File: config.mk
export PLATFORM = sky130hd
export DESIGN_NAME = ohfsm_shadow_guard
export DESIGN_NICKNAME = d
export VERILOG_FILES = /design/src/rtl/ohfsm_shadow_guard.sv
export SDC_FILE = /design/constraint.sdc
export NUM_CORES = 1
export LEC_CHECK = 0
export BUFFER_PORTS_ARGS = -buffer_cell sky130_fd_sc_hd__buf_2
export CAP_MARGIN = 0
export CORE_AREA = 2 2 53 55
export DETAILED_ROUTE_END_ITERATION = 8
export DIE_AREA = 0 0 55 57
export PLACE_DENSITY = 0.7
export SLEW_MARGIN = 25
export SYNTH_ARGS = -nofsm -noshare
export SYNTH_HDL_FRONTEND = slang
export SYNTH_SLANG_ARGS = --single-unit
export TNS_END_PERCENT = 100
File: constraint.sdc
create_clock -name clk -period 2.9 [get_ports clk]
set_clock_uncertainty 0.15 [all_clocks]
set_input_delay 0.58 -clock clk [delete_from_list [all_inputs] [get_ports clk]]
set_output_delay 0.58 -clock clk [all_outputs]
set_load 0.02 [all_outputs]
File: src/rtl/ohfsm_shadow_guard.sv
module ohfsm_shadow_guard #(
  parameter int N = 8
) (
  input  logic                 clk,
  input  logic                 rst,
  input  logic                 adv_i,
  input  logic                 rev_i,
  input  logic [N-1:0]         flip_hot_i,
  input  logic [$clog2(N)-1:0] flip_bin_i,
  input  logic                 flip_par_i,
  output logic [N-1:0]         state_o,
  output logic [$clog2(N)-1:0] idx_o,
  output logic                 last_o,
  output logic                 upset_o
);

  localparam int W = $clog2(N);
  localparam logic [N-1:0] HOT0 = {{(N-1){1'b0}}, 1'b1};

  function automatic logic [W-1:0] to_index(input logic [N-1:0] v);
    logic [W-1:0] r;
    r = '0;
    for (int i = 0; i < N; i++)
      if (v[i]) r = r | i[W-1:0];
    return r;
  endfunction

  logic [N-1:0] hot_q;
  logic [W-1:0] bin_q;
  logic         par_q;

  logic         par_bad;
  logic [N-1:0] expand;
  logic [N-1:0] fixed;
  logic [N-1:0] nxt;
  logic [W-1:0] nxt_bin;

  assign par_bad = (^bin_q) ^ par_q;
  assign expand  = HOT0 << bin_q;
  assign fixed   = par_bad ? hot_q : expand;

  assign nxt = adv_i ? {fixed[N-2:0], fixed[N-1]} :
               rev_i ? {fixed[0], fixed[N-1:1]}   : fixed;
  assign nxt_bin = to_index(nxt);

  always_ff @(posedge clk) begin
    if (rst) begin
      hot_q <= HOT0;
      bin_q <= '0;
      par_q <= 1'b0;
    end else begin
      hot_q <= nxt ^ flip_hot_i;
      bin_q <= nxt_bin ^ flip_bin_i;
      par_q <= (^nxt_bin) ^ flip_par_i;
    end
  end

  assign state_o = fixed;
  assign idx_o   = to_index(fixed);
  assign last_o  = fixed[N-1];
  assign upset_o = par_bad | (hot_q != expand);

  logic no_flip;
  assign no_flip = (flip_hot_i == '0) && (flip_bin_i == '0) && !flip_par_i;

  assert_reset_home_R1: assert property (@(posedge clk)
    rst |=> (state_o == HOT0) && !upset_o);

  assert_advance_wrap_R2: assert property (@(posedge clk) disable iff (rst)
    adv_i |=> state_o == {$past(state_o[N-2:0]), $past(state_o[N-1])});

  assert_reverse_wrap_R3: assert property (@(posedge clk) disable iff (rst)
    (rev_i && !adv_i) |=> state_o == {$past(state_o[0]), $past(state_o[N-1:1])});

  assert_hold_R4: assert property (@(posedge clk) disable iff (rst)
    (!adv_i && !rev_i) |=> $stable(state_o));

  assert_upset_clears_R5: assert property (@(posedge clk) disable iff (rst)
    no_flip |=> !upset_o);

  assert_single_hot_R8: assert property (@(posedge clk) disable iff (rst)
    $countones(state_o) == 1);

  assert_last_matches_R9: assert property (@(posedge clk) disable iff (rst)
    last_o == (idx_o == W'(N-1)));

endmodule

==> results of run 1 <==
worst max-delay path, stage by stage, from the launching register on:
cell,delay (ps)
sky130_fd_sc_hd__dfxtp_2,360
sky130_fd_sc_hd__inv_2,60
sky130_fd_sc_hd__ha_4,260
sky130_fd_sc_hd__xnor2_4,300
sky130_fd_sc_hd__mux2_4,370
sky130_fd_sc_hd__a222oi_1,370
sky130_fd_sc_hd__buf_4,200
sky130_fd_sc_hd__nor2_4,40
sky130_fd_sc_hd__xor2_1,150
sky130_fd_sc_hd__or3_1,380
sky130_fd_sc_hd__a21oi_1,130
cell families (layout without fill, tap and decap cells):
| family | after synthesis | count (layout) | synth area share [%] |
|---|---|---|---|
| XOR/XNOR | 20 | 20 | 15.6 |
| buffers and inverters | 17 | 61 | 6.40 |
| AO/OA/AOI/OAI | 20 | 20 | 11.5 |
| adder cells (fa/ha/maj) | 4 | 4 | 4.27 |
| multiplexers | 21 | 21 | 21.7 |
| flip-flops | 12 | 12 | 20.5 |
| AND/OR/NAND/NOR | 48 | 48 | 20.1 |
registers in the layout, indices dropped and copies added, names as in the netlist:
register	cells
hot_q	8
bin_q	3
par_q	1
metrics by stage:
step / utilization, % / setup slack [ps]
after global placement: 54.4 / 35.3
after detailed placement: 54.4 / -47.2
final: 59.9 / 52.3
after floorplan: - / 9.62
after global routing: 59.9 / -66.1
after CTS: 55.9 / 37.3
synthesized netlist by cell type, types with 2 or more instances:
master / count
sky130_fd_sc_hd__nand2_1: 8
sky130_fd_sc_hd__nand2b_1: 2
sky130_fd_sc_hd__nor2b_1: 4
sky130_fd_sc_hd__dfxtp_1: 12
sky130_fd_sc_hd__a222oi_1: 4
sky130_fd_sc_hd__mux2i_1: 10
sky130_fd_sc_hd__inv_1: 11
sky130_fd_sc_hd__nand4_1: 2
sky130_fd_sc_hd__clkbuf_1: 3
sky130_fd_sc_hd__mux2_2: 8
sky130_fd_sc_hd__buf_4: 3
sky130_fd_sc_hd__nor2_1: 20
sky130_fd_sc_hd__nand3_1: 3
sky130_fd_sc_hd__xnor2_1: 14
sky130_fd_sc_hd__a21oi_1: 5
sky130_fd_sc_hd__nor3_1: 3
sky130_fd_sc_hd__xor2_1: 5
sky130_fd_sc_hd__o21ai_0: 6
sky130_fd_sc_hd__nand3b_1: 2
sky130_fd_sc_hd__ha_1: 4
path summary, 6_finish.rpt:
path / from / end / slack (ps) / cells past startpoint
worst max-delay path: bin_q[1] / par_q / 50 / 10
worst max register to register: bin_q[1] / par_q / 50 / 10
worst min register to register: hot_q[5] / hot_q[6] / 810 / 5
worst min-delay path: flip_hot_i[0] / hot_q[0] / 380 / 3
what timing repair did:
| item | in CTS | in global routing |
|---|---|---|
| gates cloned | 0 | 0 |
| resized for setup | 3 | 11 |
| buffers inserted | 0 | 8 |
| pin swaps | 0 | 8 |
| setup endpoints to repair | 1 | 4 |
routing by layer:
| layer | vias to the layer above | part of all wire [%] | global-route usage, % |
|---|---|---|---|
| met5 | - | 0 | 0 |
| li1 | 582 | - | - |
| met4 | 0 | 1.0 | 6.27 |
| met1 | 548 | 41 | 27.3 |
| met2 | 43 | 54 | 34.0 |
| met3 | 3 | 4.4 | 0.785 |
cell type report:
type | count | area (sq um) | area share (%)
clock buffer | 3 | 22.5 | 1.44
inverter | 11 | 41.3 | 2.64
multi-input combinational | 113 | 937 | 59.8
sequential | 12 | 244 | 15.6
tap | 31 | 38.8 | 2.48
timing repair buffer | 47 | 283 | 18.1
==> insert_results.sql, run 1 <==
INSERT INTO impl_metrics (metric_group, metric, value, unit) VALUES
('floorplan', 'die_height', '57', 'microns'),
('placed_design', 'io_buffer_count', '28', ''),
('critical_path', 'cp-end-kind', 'flip-flop', ''),
('run', 'drv.max_cap_violation_count', '0', ''),
('sta', 'worst_hold_slack_across_all_endpoints', '378', 'ps'),
('global_routing', 'grt_antenna_before_repair', '0', ''),
('clock_network', 'clk_pin_slew', '70', 'ps'),
('sta', 'maxSlewHeadroom', '74.9', '%'),
('min_path', 'holdCritPathClass', 'input pin to flip-flop', ''),
('layout', 'post_layout_nonfiller_instances', '217', ''),
('global_routing', 'grt_start_max_net_pins', '18', ''),
('logic_synthesis', 'syn_area', '0.00117', 'sq mm'),
('routing', 'postRouteWirelength', '2980', 'microns'),
('critical_path', 'kind_of_launch_point_of_the_worst_setup_path', 'flip-flop', ''),
('global_routing', 'grt_overflow', '0', ''),
('floorplan', 'row_count', '19', ''),
('sta', 'hold_viol', '0', ''),
('logic_synthesis', 'yosys.area.top_type_share', '20.5', '%'),
('clock_network', 'clock_sink_count', '12', ''),
('logic_synthesis', 'total_nets_after_synthesis', '162', ''),
('layout', 'area_growth_synth_to_finish', '33.6', '%'),
('critical_path', 'path_class', 'flip-flop to flip-flop', ''),
('sta', 'worst_pin_slew', '377', 'ps'),
('logic_synthesis', 'ys_ff_latch', '12', ''),
('clock_network', 'cts_buffer_depth', '2', ''),
('placed_design', 'placed_area', '0.00142', 'sq mm'),
('logic_synthesis', 'yosys.cell_types.count', '33', ''),
('placed_design', 'gp_routability_congestion', '0.837', ''),
('clock_network', 'cts_hold_repair.buffers', '0', ''),
('logic_synthesis', 'number_of_enable_type_register_cells_in_the_synthesized_netlist', '0', ''),
('logic_synthesis', 'postSynthAreaPerCell', '8.26', 'sq um'),
('clock_network', 'cts_htree_levels', '1', ''),
('layout', 'layout.cells.most_common', 'sky130_fd_sc_hd__buf_2', ''),
('floorplan', 'die_area', '0.00314', 'sq mm'),
('critical_path', 'cp_max_fo', '6', ''),
('sta', 'fin_crit', '2850', 'ps'),
('placed_design', 'numPlacedInstances', '206', ''),
('logic_synthesis', 'synth.largest_area_cell', 'sky130_fd_sc_hd__dfxtp_1', ''),
('floorplan', 'chipWidth', '55', 'microns'),
('routing', 'postRouteAntennaNets', '0', ''),
('routing', 'drt-vias-per-instance', '5.42', ''),
('layout', 'layout-drive-gt1-share', '38.7', '%'),
('critical_path', 'arrival', '2920', 'ps'),
('logic_synthesis', 'synth.top_cells.by_area', 'sky130_fd_sc_hd__dfxtp_1 (20%), sky130_fd_sc_hd__xnor2_1 (10%), sky130_fd_sc_hd__mux2i_1 (8.5%)', ''),
('sta', 'rsz0062_at_grt', 'true', ''),
('layout', 'fill_cells', '233', ''),
('critical_path', 'critPathRequiredTime', '2970', 'ps'),
('sta', 'slew_viol_final', '0', ''),
('global_routing', 'grt_first_pass_wirelength', '4730', 'microns'),
('routing', 'post-route-drc-count', '0', ''),
('layout', 'commonest_non_fill_non_tap_cells_in_the_layout', 'sky130_fd_sc_hd__buf_2 (28), sky130_fd_sc_hd__nor2_1 (19), sky130_fd_sc_hd__buf_4 (19), sky130_fd_sc_hd__xnor2_1 (14), sky130_fd_sc_hd__inv_1 (10)', ''),
('logic_synthesis', 'synth-main-ff-cell', 'sky130_fd_sc_hd__dfxtp_1', ''),
('global_routing', 'first_global_vias', '1050', ''),
('logic_synthesis', 'mapped_cells', '142', ''),
('layout', 'antenna_cells_inserted', '0', ''),
('logic_synthesis', 'synth_sequential_area_ratio', '20.5', '%'),
('routing', 'drt_pass1_iterations', '5', ''),
('floorplan', 'io_pins', '29', ''),
('clock_network', 'root_buffer', 'sky130_fd_sc_hd__clkbuf_4', ''),
('floorplan', 'initial_core_util', '44.8', '%'),
('sta', 'tcrit_tclk_final', '98.2', '%'),
('sta', 'final.setup.tns', '0', 'ps'),
('global_routing', 'gr-usage-all-layers', '20.2', '%'),
('routing', 'detailedRoute.firstIterationViolations', '63', ''),
('routing', 'wl_per_cell', '13.7', 'microns'),
('run_status', 'outcome', 'completed', ''),
('clock_network', 'cts_buffers', '3', ''),
('layout', 'finalNetCount', '208', ''),
('sta', 'finalSetupViolCount', '0', ''),
('placed_design', 'detailed_place_hpwl', '2270', 'microns'),
('logic_synthesis', 'asyncSetResetFlopFracSynth', '0', '%'),
('sta', 'clock.fmax', '351', 'MHz'),
('logic_synthesis', 'ys.warnings.count', '0', ''),
('floorplan', 'coreArea', '0.00262', 'sq mm'),
('clock_network', 'tritoncts', 'built', ''),
('routing', 'vias', '1176', ''),
('clock_network', 'worst_skew_pair.late_latency', '290', 'ps'),
('layout', 'finalInstanceArea', '0.00157', 'sq mm');
Power of run 1 is left out: the tool's default activity adds up to more than one toggle a clock period on the data nets, which glitch-free logic cannot reach.
==> run 2, diff against run 1 <==
--- a/config.mk
+++ b/config.mk
@@ -6,11 +6,11 @@
 export NUM_CORES = 1
 export LEC_CHECK = 0
 export BUFFER_PORTS_ARGS = -buffer_cell sky130_fd_sc_hd__buf_2
-export CAP_MARGIN = 0
+export CAP_MARGIN = 20
 export CORE_AREA = 2 2 53 55
 export DETAILED_ROUTE_END_ITERATION = 8
 export DIE_AREA = 0 0 55 57
-export PLACE_DENSITY = 0.7
+export PLACE_DENSITY = 0.72
 export SLEW_MARGIN = 25
 export SYNTH_ARGS = -nofsm -noshare
 export SYNTH_HDL_FRONTEND = slang
==> insert_results.sql, run 2 (synthesis gave the netlist of run 1 again) <==
INSERT INTO impl_metrics (metric_group, metric, value, unit) VALUES
('routing', 'post-route-drc-count', '0', ''),
('floorplan', 'die_area', '0.00314', 'sq mm'),
('floorplan', 'coreArea', '0.00262', 'sq mm'),
('critical_path', 'path_class', 'flip-flop to flip-flop', ''),
('layout', 'top_regs', 'hot_q: 8 flops, bin_q: 3 flops, par_q: 1 flops', ''),
('routing', 'postRouteWirelength', '3520', 'microns'),
('global_routing', 'grt_first_pass_wirelength', '5060', 'microns'),
('routing', 'detailedRoute.firstIterationViolations', '85', ''),
('sta', 'slew_viol_final', '0', ''),
('sta', 'clock.fmax', '345', 'MHz'),
('routing', 'wl_per_cell', '16.0', 'microns'),
('global_routing', 'gr-usage-all-layers', '21.6', '%'),
('run_status', 'violations', 'setup timing', ''),
('sta', 'maxSlewHeadroom', '64.7', '%'),
('run', 'drv.max_cap_violation_count', '0', ''),
('critical_path', 'cp_cell_sequence', 'inv_2 -> ha_4 -> xnor2_4 -> mux2_4 -> a222oi_1 -> buf_4 -> nor2_4 -> xor2_1 -> or3_1 -> a21oi_2', ''),
('critical_path', 'kind_of_launch_point_of_the_worst_setup_path', 'flip-flop', ''),
('sta', 'worst_hold_slack_across_all_endpoints', '378', 'ps'),
('sta', 'tcrit_tclk_final', '100', '%'),
('global_routing', 'global_routing_usage_on_met3', '1.57', '%'),
('clock_network', 'cts_buffers', '3', ''),
('sta', 'finalSetupViolCount', '1', ''),
('critical_path', 'critPathMaxStageDelay', '410', 'ps'),
('floorplan', 'die_height', '57', 'microns'),
('global_routing', 'first_global_vias', '1143', ''),
('layout', 'area_growth_synth_to_finish', '37.6', '%'),
('clock_network', 'clock_sink_count', '12', ''),
('clock_network', 'root_buffer', 'sky130_fd_sc_hd__clkbuf_4', ''),
('clock_network', 'clk_pin_slew', '90', 'ps'),
('clock_network', 'worst_skew_pair.late_latency', '280', 'ps'),
('placed_design', 'gp_routability_congestion', '0.893', ''),
('floorplan', 'chipWidth', '55', 'microns'),
('layout', 'multiInputGateArea', '951', 'sq um'),
('routing', 'postRouteAntennaNets', '0', ''),
('layout', 'layout.cells.most_common', 'sky130_fd_sc_hd__buf_2', ''),
('layout', 'fill_cells', '228', ''),
('global_routing', 'met1_usage', '28.7', '%'),
('global_routing', 'use_met2', '36.2', '%'),
('clock_network', 'cts_htree_levels', '1', ''),
('sta', 'rsz0062_at_grt', 'true', ''),
('routing', 'vias', '1248', ''),
('layout', 'finalNetCount', '210', ''),
('global_routing', 'gr-max-usage-layer', 'met2', ''),
('sta', 'hold_viol', '0', ''),
('placed_design', 'detailed_place_hpwl', '2390', 'microns'),
('sta', 'worst_pin_slew', '529', 'ps'),
('floorplan', 'io_pins', '29', ''),
('routing', 'drt-vias-per-instance', '5.67', ''),
('floorplan', 'initial_core_util', '44.8', '%'),
('clock_network', 'cts_buffer_depth', '2', ''),
('global_routing', 'grt_overflow', '0', ''),
('sta', 'final_worst_path_setup_slack', '-2.41', 'ps'),
('floorplan', 'row_count', '19', ''),
('layout', 'commonest_non_fill_non_tap_cells_in_the_layout', 'sky130_fd_sc_hd__buf_2 (28), sky130_fd_sc_hd__buf_4 (20), sky130_fd_sc_hd__nor2_1 (19), sky130_fd_sc_hd__xnor2_1 (14)', ''),
('critical_path', 'critPathRequiredTime', '2970', 'ps'),
('layout', 'largest_reg_flops', '8', ''),
('critical_path', 'arrival', '2970', 'ps'),
('layout', 'postLayoutCoreUtil', '61.7', '%'),
('sta', 'fin_crit', '2900', 'ps'),
('layout', 'ff_latch_area', '244', 'sq um'),
('layout', 'layout-drive-gt1-share', '40.7', '%'),
('critical_path', 'cp-end-kind', 'flip-flop', ''),
('critical_path', 'critical_path.slowest_cell', 'sky130_fd_sc_hd__or3_1', ''),
('placed_design', 'io_buffer_count', '28', ''),
('clock_network', 'tritoncts', 'built', ''),
('placed_design', 'placed_area', '0.00144', 'sq mm'),
('layout', 'largest_register', 'hot_q', ''),
('layout', 'finalInstanceArea', '0.00161', 'sq mm'),
('layout', 'antenna_cells_inserted', '0', ''),
('run_status', 'outcome', 'finished with violations', ''),
('clock_network', 'cts_hold_repair.buffers', '0', ''),
('routing', 'drt_pass1_iterations', '4', ''),
('global_routing', 'grt_antenna_before_repair', '0', ''),
('critical_path', 'cp_max_fo', '6', ''),
('global_routing', 'grt_start_max_net_pins', '17', ''),
('min_path', 'holdCritPathClass', 'input pin to flip-flop', '');
run 2: layer usage:
layer  share of wire (%)  wire (microns)
met2                  53            1860
met4                 1.7              59
met5                   0               0
met3                 4.9             173
met1                  41            1430
run 2: cell type report:
cell class	instances	area share (%)
repair buffers	49	18.7
flip-flops and latches	12	15.1
well taps	31	2.40
clock buffers	4	2.25
inverters	11	2.56
multi-input cells	113	59.0
run 2: final timing paths:
| kind | start | to | slack [ps] | cells past startpoint |
|---|---|---|---|---|
| min reg2reg | hot_q[5] | hot_q[6] | 820 | 5 |
| max reg2reg | bin_q[1] | par_q | -2 | 10 |
| min | flip_hot_i[0] | hot_q[0] | 380 | 3 |
| max | bin_q[1] | par_q | -2 | 10 |
run 2: repair_timing:
item,in CTS,in global routing
setup endpoints to repair,4,8
gates cloned,0,0
pin swaps,0,7
setup buffers,0,8
gates resized for setup,3,16
run 2: stage by stage:
stage / TNS, ps / worst slack, ps / std cells
after global routing: -189 / -99.5 / 220
after global placement: 0 / 106 / 208
after CTS: 0 / 44.2 / 212
after detailed placement: 0 / 1.88 / 208
after floorplan: 0 / 9.62 / 142
final: -2.41 / -2.41 / 220
run 2: worst max-delay path, delay by kind of cell (launching register included):
kind,cells,cell delay [ps]
xor+xnor,2,480
flops,1,350
mux,1,380
buf+inv,2,260
simple gates,2,450
fa+ha+maj,1,280
compound gates,2,490
Power of run 2 is left out for the same reason.
==> run 3, diff against run 2 <==
--- a/config.mk
+++ b/config.mk
@@ -7,10 +7,10 @@
 export LEC_CHECK = 0
 export BUFFER_PORTS_ARGS = -buffer_cell sky130_fd_sc_hd__buf_2
 export CAP_MARGIN = 20
-export CORE_AREA = 2 2 53 55
+export CORE_AREA = 2 2 51 53
 export DETAILED_ROUTE_END_ITERATION = 8
-export DIE_AREA = 0 0 55 57
-export PLACE_DENSITY = 0.72
+export DIE_AREA = 0 0 53 55
+export PLACE_DENSITY = 0.74
 export SLEW_MARGIN = 25
 export SYNTH_ARGS = -nofsm -noshare
 export SYNTH_HDL_FRONTEND = slang
==> constraint.sdc (replaced) <==
create_clock -name clk -period 3.3 [get_ports clk]
set_clock_uncertainty 0.15 [all_clocks]
set_input_delay 0.66 -clock clk [delete_from_list [all_inputs] [get_ports clk]]
set_output_delay 0.66 -clock clk [all_outputs]
set_load 0.02 [all_outputs]
==> insert_results.sql, run 3 (synthesis gave the netlist of run 1 again) <==
INSERT INTO impl_metrics (metric_group, metric, value, unit) VALUES
('run_status', 'outcome', 'completed', ''),
('placed_design', 'gp_routability_congestion', '0.871', ''),
('floorplan', 'coreArea', '0.00236', 'sq mm'),
('routing', 'postRouteAntennaNets', '0', ''),
('critical_path', 'arrival', '2320', 'ps'),
('clock_network', 'clock_sink_count', '12', ''),
('floorplan', 'io_pins', '29', ''),
('routing', 'drt_pass1_iterations', '4', ''),
('clock_network', 'cts_buffers', '3', ''),
('routing', 'postRouteWirelength', '2840', 'microns'),
('critical_path', 'r2r_setup_slack', '180', 'ps'),
('critical_path', 'rr_endpoint', 'par_q', ''),
('sta', 'final_worst_path_setup_slack', '170', 'ps'),
('critical_path', 'critPathRequiredTime', '2490', 'ps'),
('layout', 'layout.cells.most_common', 'sky130_fd_sc_hd__buf_2', ''),
('critical_path', 'worst_r2r_startpoint', 'bin_q[0]', ''),
('global_routing', 'grt_antenna_before_repair', '0', ''),
('floorplan', 'initial_core_util', '49.6', '%'),
('layout', 'largest_reg_flops', '8', ''),
('clock_network', 'worst_skew_pair.late_latency', '270', 'ps'),
('global_routing', 'grt_start_max_net_pins', '22', ''),
('layout', 'antenna_cells_inserted', '0', ''),
('sta', 'tcrit_tclk_final', '94.9', '%'),
('sta', 'clock.fmax', '319', 'MHz'),
('min_path', 'hold_depth', '3', ''),
('clock_network', 'root_buffer', 'sky130_fd_sc_hd__clkbuf_4', ''),
('floorplan', 'die_height', '55', 'microns'),
('critical_path', 'r2r_cells', '10', ''),
('clock_network', 'cts_htree_levels', '1', ''),
('placed_design', 'io_buffer_count', '28', ''),
('layout', 'largest_register', 'hot_q', ''),
('global_routing', 'grt_first_pass_wirelength', '4610', 'microns'),
('clock_network', 'clk_pin_slew', '70', 'ps'),
('min_path', 'min_from', 'flip_bin_i[1]', ''),
('routing', 'wl_per_cell', '13.8', 'microns'),
('critical_path', 'kind_of_launch_point_of_the_worst_setup_path', 'flip-flop', ''),
('global_routing', 'first_global_vias', '1018', ''),
('placed_design', 'detailed_place_hpwl', '2290', 'microns'),
('critical_path', 'cp_max_fo', '6', ''),
('sta', 'hold_viol', '0', ''),
('routing', 'vias', '1096', ''),
('sta', 'maxSlewHeadroom', '44.7', '%'),
('layout', 'top_regs', 'hot_q: 8 flops, bin_q: 3 flops, par_q: 1 flops', ''),
('floorplan', 'die_area', '0.00292', 'sq mm'),
('placed_design', 'dpl_worst_slack', '158', 'ps'),
('min_path', 'timing.hold.worst_endpoint', 'bin_q[1]', ''),
('floorplan', 'row_count', '18', ''),
('layout', 'area_growth_synth_to_finish', '20.5', '%'),
('critical_path', 'path_class', 'flip-flop to output port', ''),
('clock_network', 'cts_buffer_depth', '2', ''),
('global_routing', 'gr-usage-all-layers', '21.9', '%'),
('sta', 'finalSetupViolCount', '0', ''),
('sta', 'fin_crit', '3130', 'ps'),
('routing', 'detailedRoute.firstIterationViolations', '75', ''),
('sta', 'worst_pin_slew', '828', 'ps'),
('clock_network', 'cts_repair_resize_count', '0', ''),
('clock_network', 'tritoncts', 'built', ''),
('critical_path', 'cp-end-kind', 'output port', ''),
('layout', 'layout-drive-gt1-share', '30.1', '%'),
('layout', 'commonest_non_fill_non_tap_cells_in_the_layout', 'sky130_fd_sc_hd__buf_2 (28), sky130_fd_sc_hd__nor2_1 (20), sky130_fd_sc_hd__xnor2_1 (14), sky130_fd_sc_hd__dfxtp_1 (12), sky130_fd_sc_hd__inv_1 (11)', ''),
('layout', 'finalNetCount', '197', ''),
('sta', 'slew_viol_final', '0', ''),
('min_path', 'holdCritPathClass', 'input pin to flip-flop', ''),
('routing', 'post-route-drc-count', '0', ''),
('run', 'drv.max_cap_violation_count', '0', ''),
('global_routing', 'grt_overflow', '0', ''),
('routing', 'drt-vias-per-instance', '5.32', ''),
('floorplan', 'chipWidth', '53', 'microns');
## run 3: timing repair
| item | 4_1_cts | 5_1_grt |
|---|---|---|
| endpoints found under the setup margin | 0 | 1 |
| hold buffers | 0 | 0 |
| setup buffers | 0 | 1 |
## run 3: cell type report
cell class                      count  area (sq um)
Fill cell                         238           952
Multi-Input combinational cell    113           857
Sequential cell                    12           240
Timing Repair Buffer               36           200
Inverter                           11          41.3
Tap cell                           30          37.5
Clock buffer                        4          36.3
## run 3: layer usage
| metal | routed length (microns) | track usage, % | vias up |
|---|---|---|---|
| li1 | - | - | 560 |
| met1 | 1190 | 26.2 | 500 |
| met2 | 1460 | 41.0 | 32 |
| met3 | 153 | 0.806 | 4 |
| met4 | 38 | 9.83 | 0 |
| met5 | 0 | 0 | - |
## run 3: worst max path at each step
stage	end	cells past startpoint	startpoint	slack (ps)
floorplan	par_q	9	bin_q[0]	290
global placement	par_q	9	bin_q[0]	310
detailed placement	par_q	9	bin_q[0]	160
CTS	par_q	9	bin_q[0]	140
global route	par_q	10	bin_q[0]	-4
finish	idx_o[1]	8	bin_q[0]	170
## run 3: critical path, stage by stage, from the launching register on
cell                      delay [ps]
sky130_fd_sc_hd__dfxtp_1         370
sky130_fd_sc_hd__inv_1            80
sky130_fd_sc_hd__ha_1            350
sky130_fd_sc_hd__xnor2_2         390
sky130_fd_sc_hd__mux2_2          430
sky130_fd_sc_hd__inv_1           120
sky130_fd_sc_hd__nor2_1           70
sky130_fd_sc_hd__nand3_1          80
sky130_fd_sc_hd__buf_2           160
## run 3: per-stage QoR
stage | util [%] | hold slack, ps | setup TNS (ps) | instance area (sq um) | cells
floorplan | - | 579 | 0 | 1170 | 142
global placement | 57.9 | 759 | 0 | 1370 | 201
detailed placement | 57.9 | 764 | 0 | 1370 | 201
CTS | 59.4 | 483 | 0 | 1410 | 205
global route | 59.7 | 494 | -4.05 | 1410 | 206
finish | 59.7 | 486 | 0 | 1410 | 206
Power of run 3 is left out for the same reason.
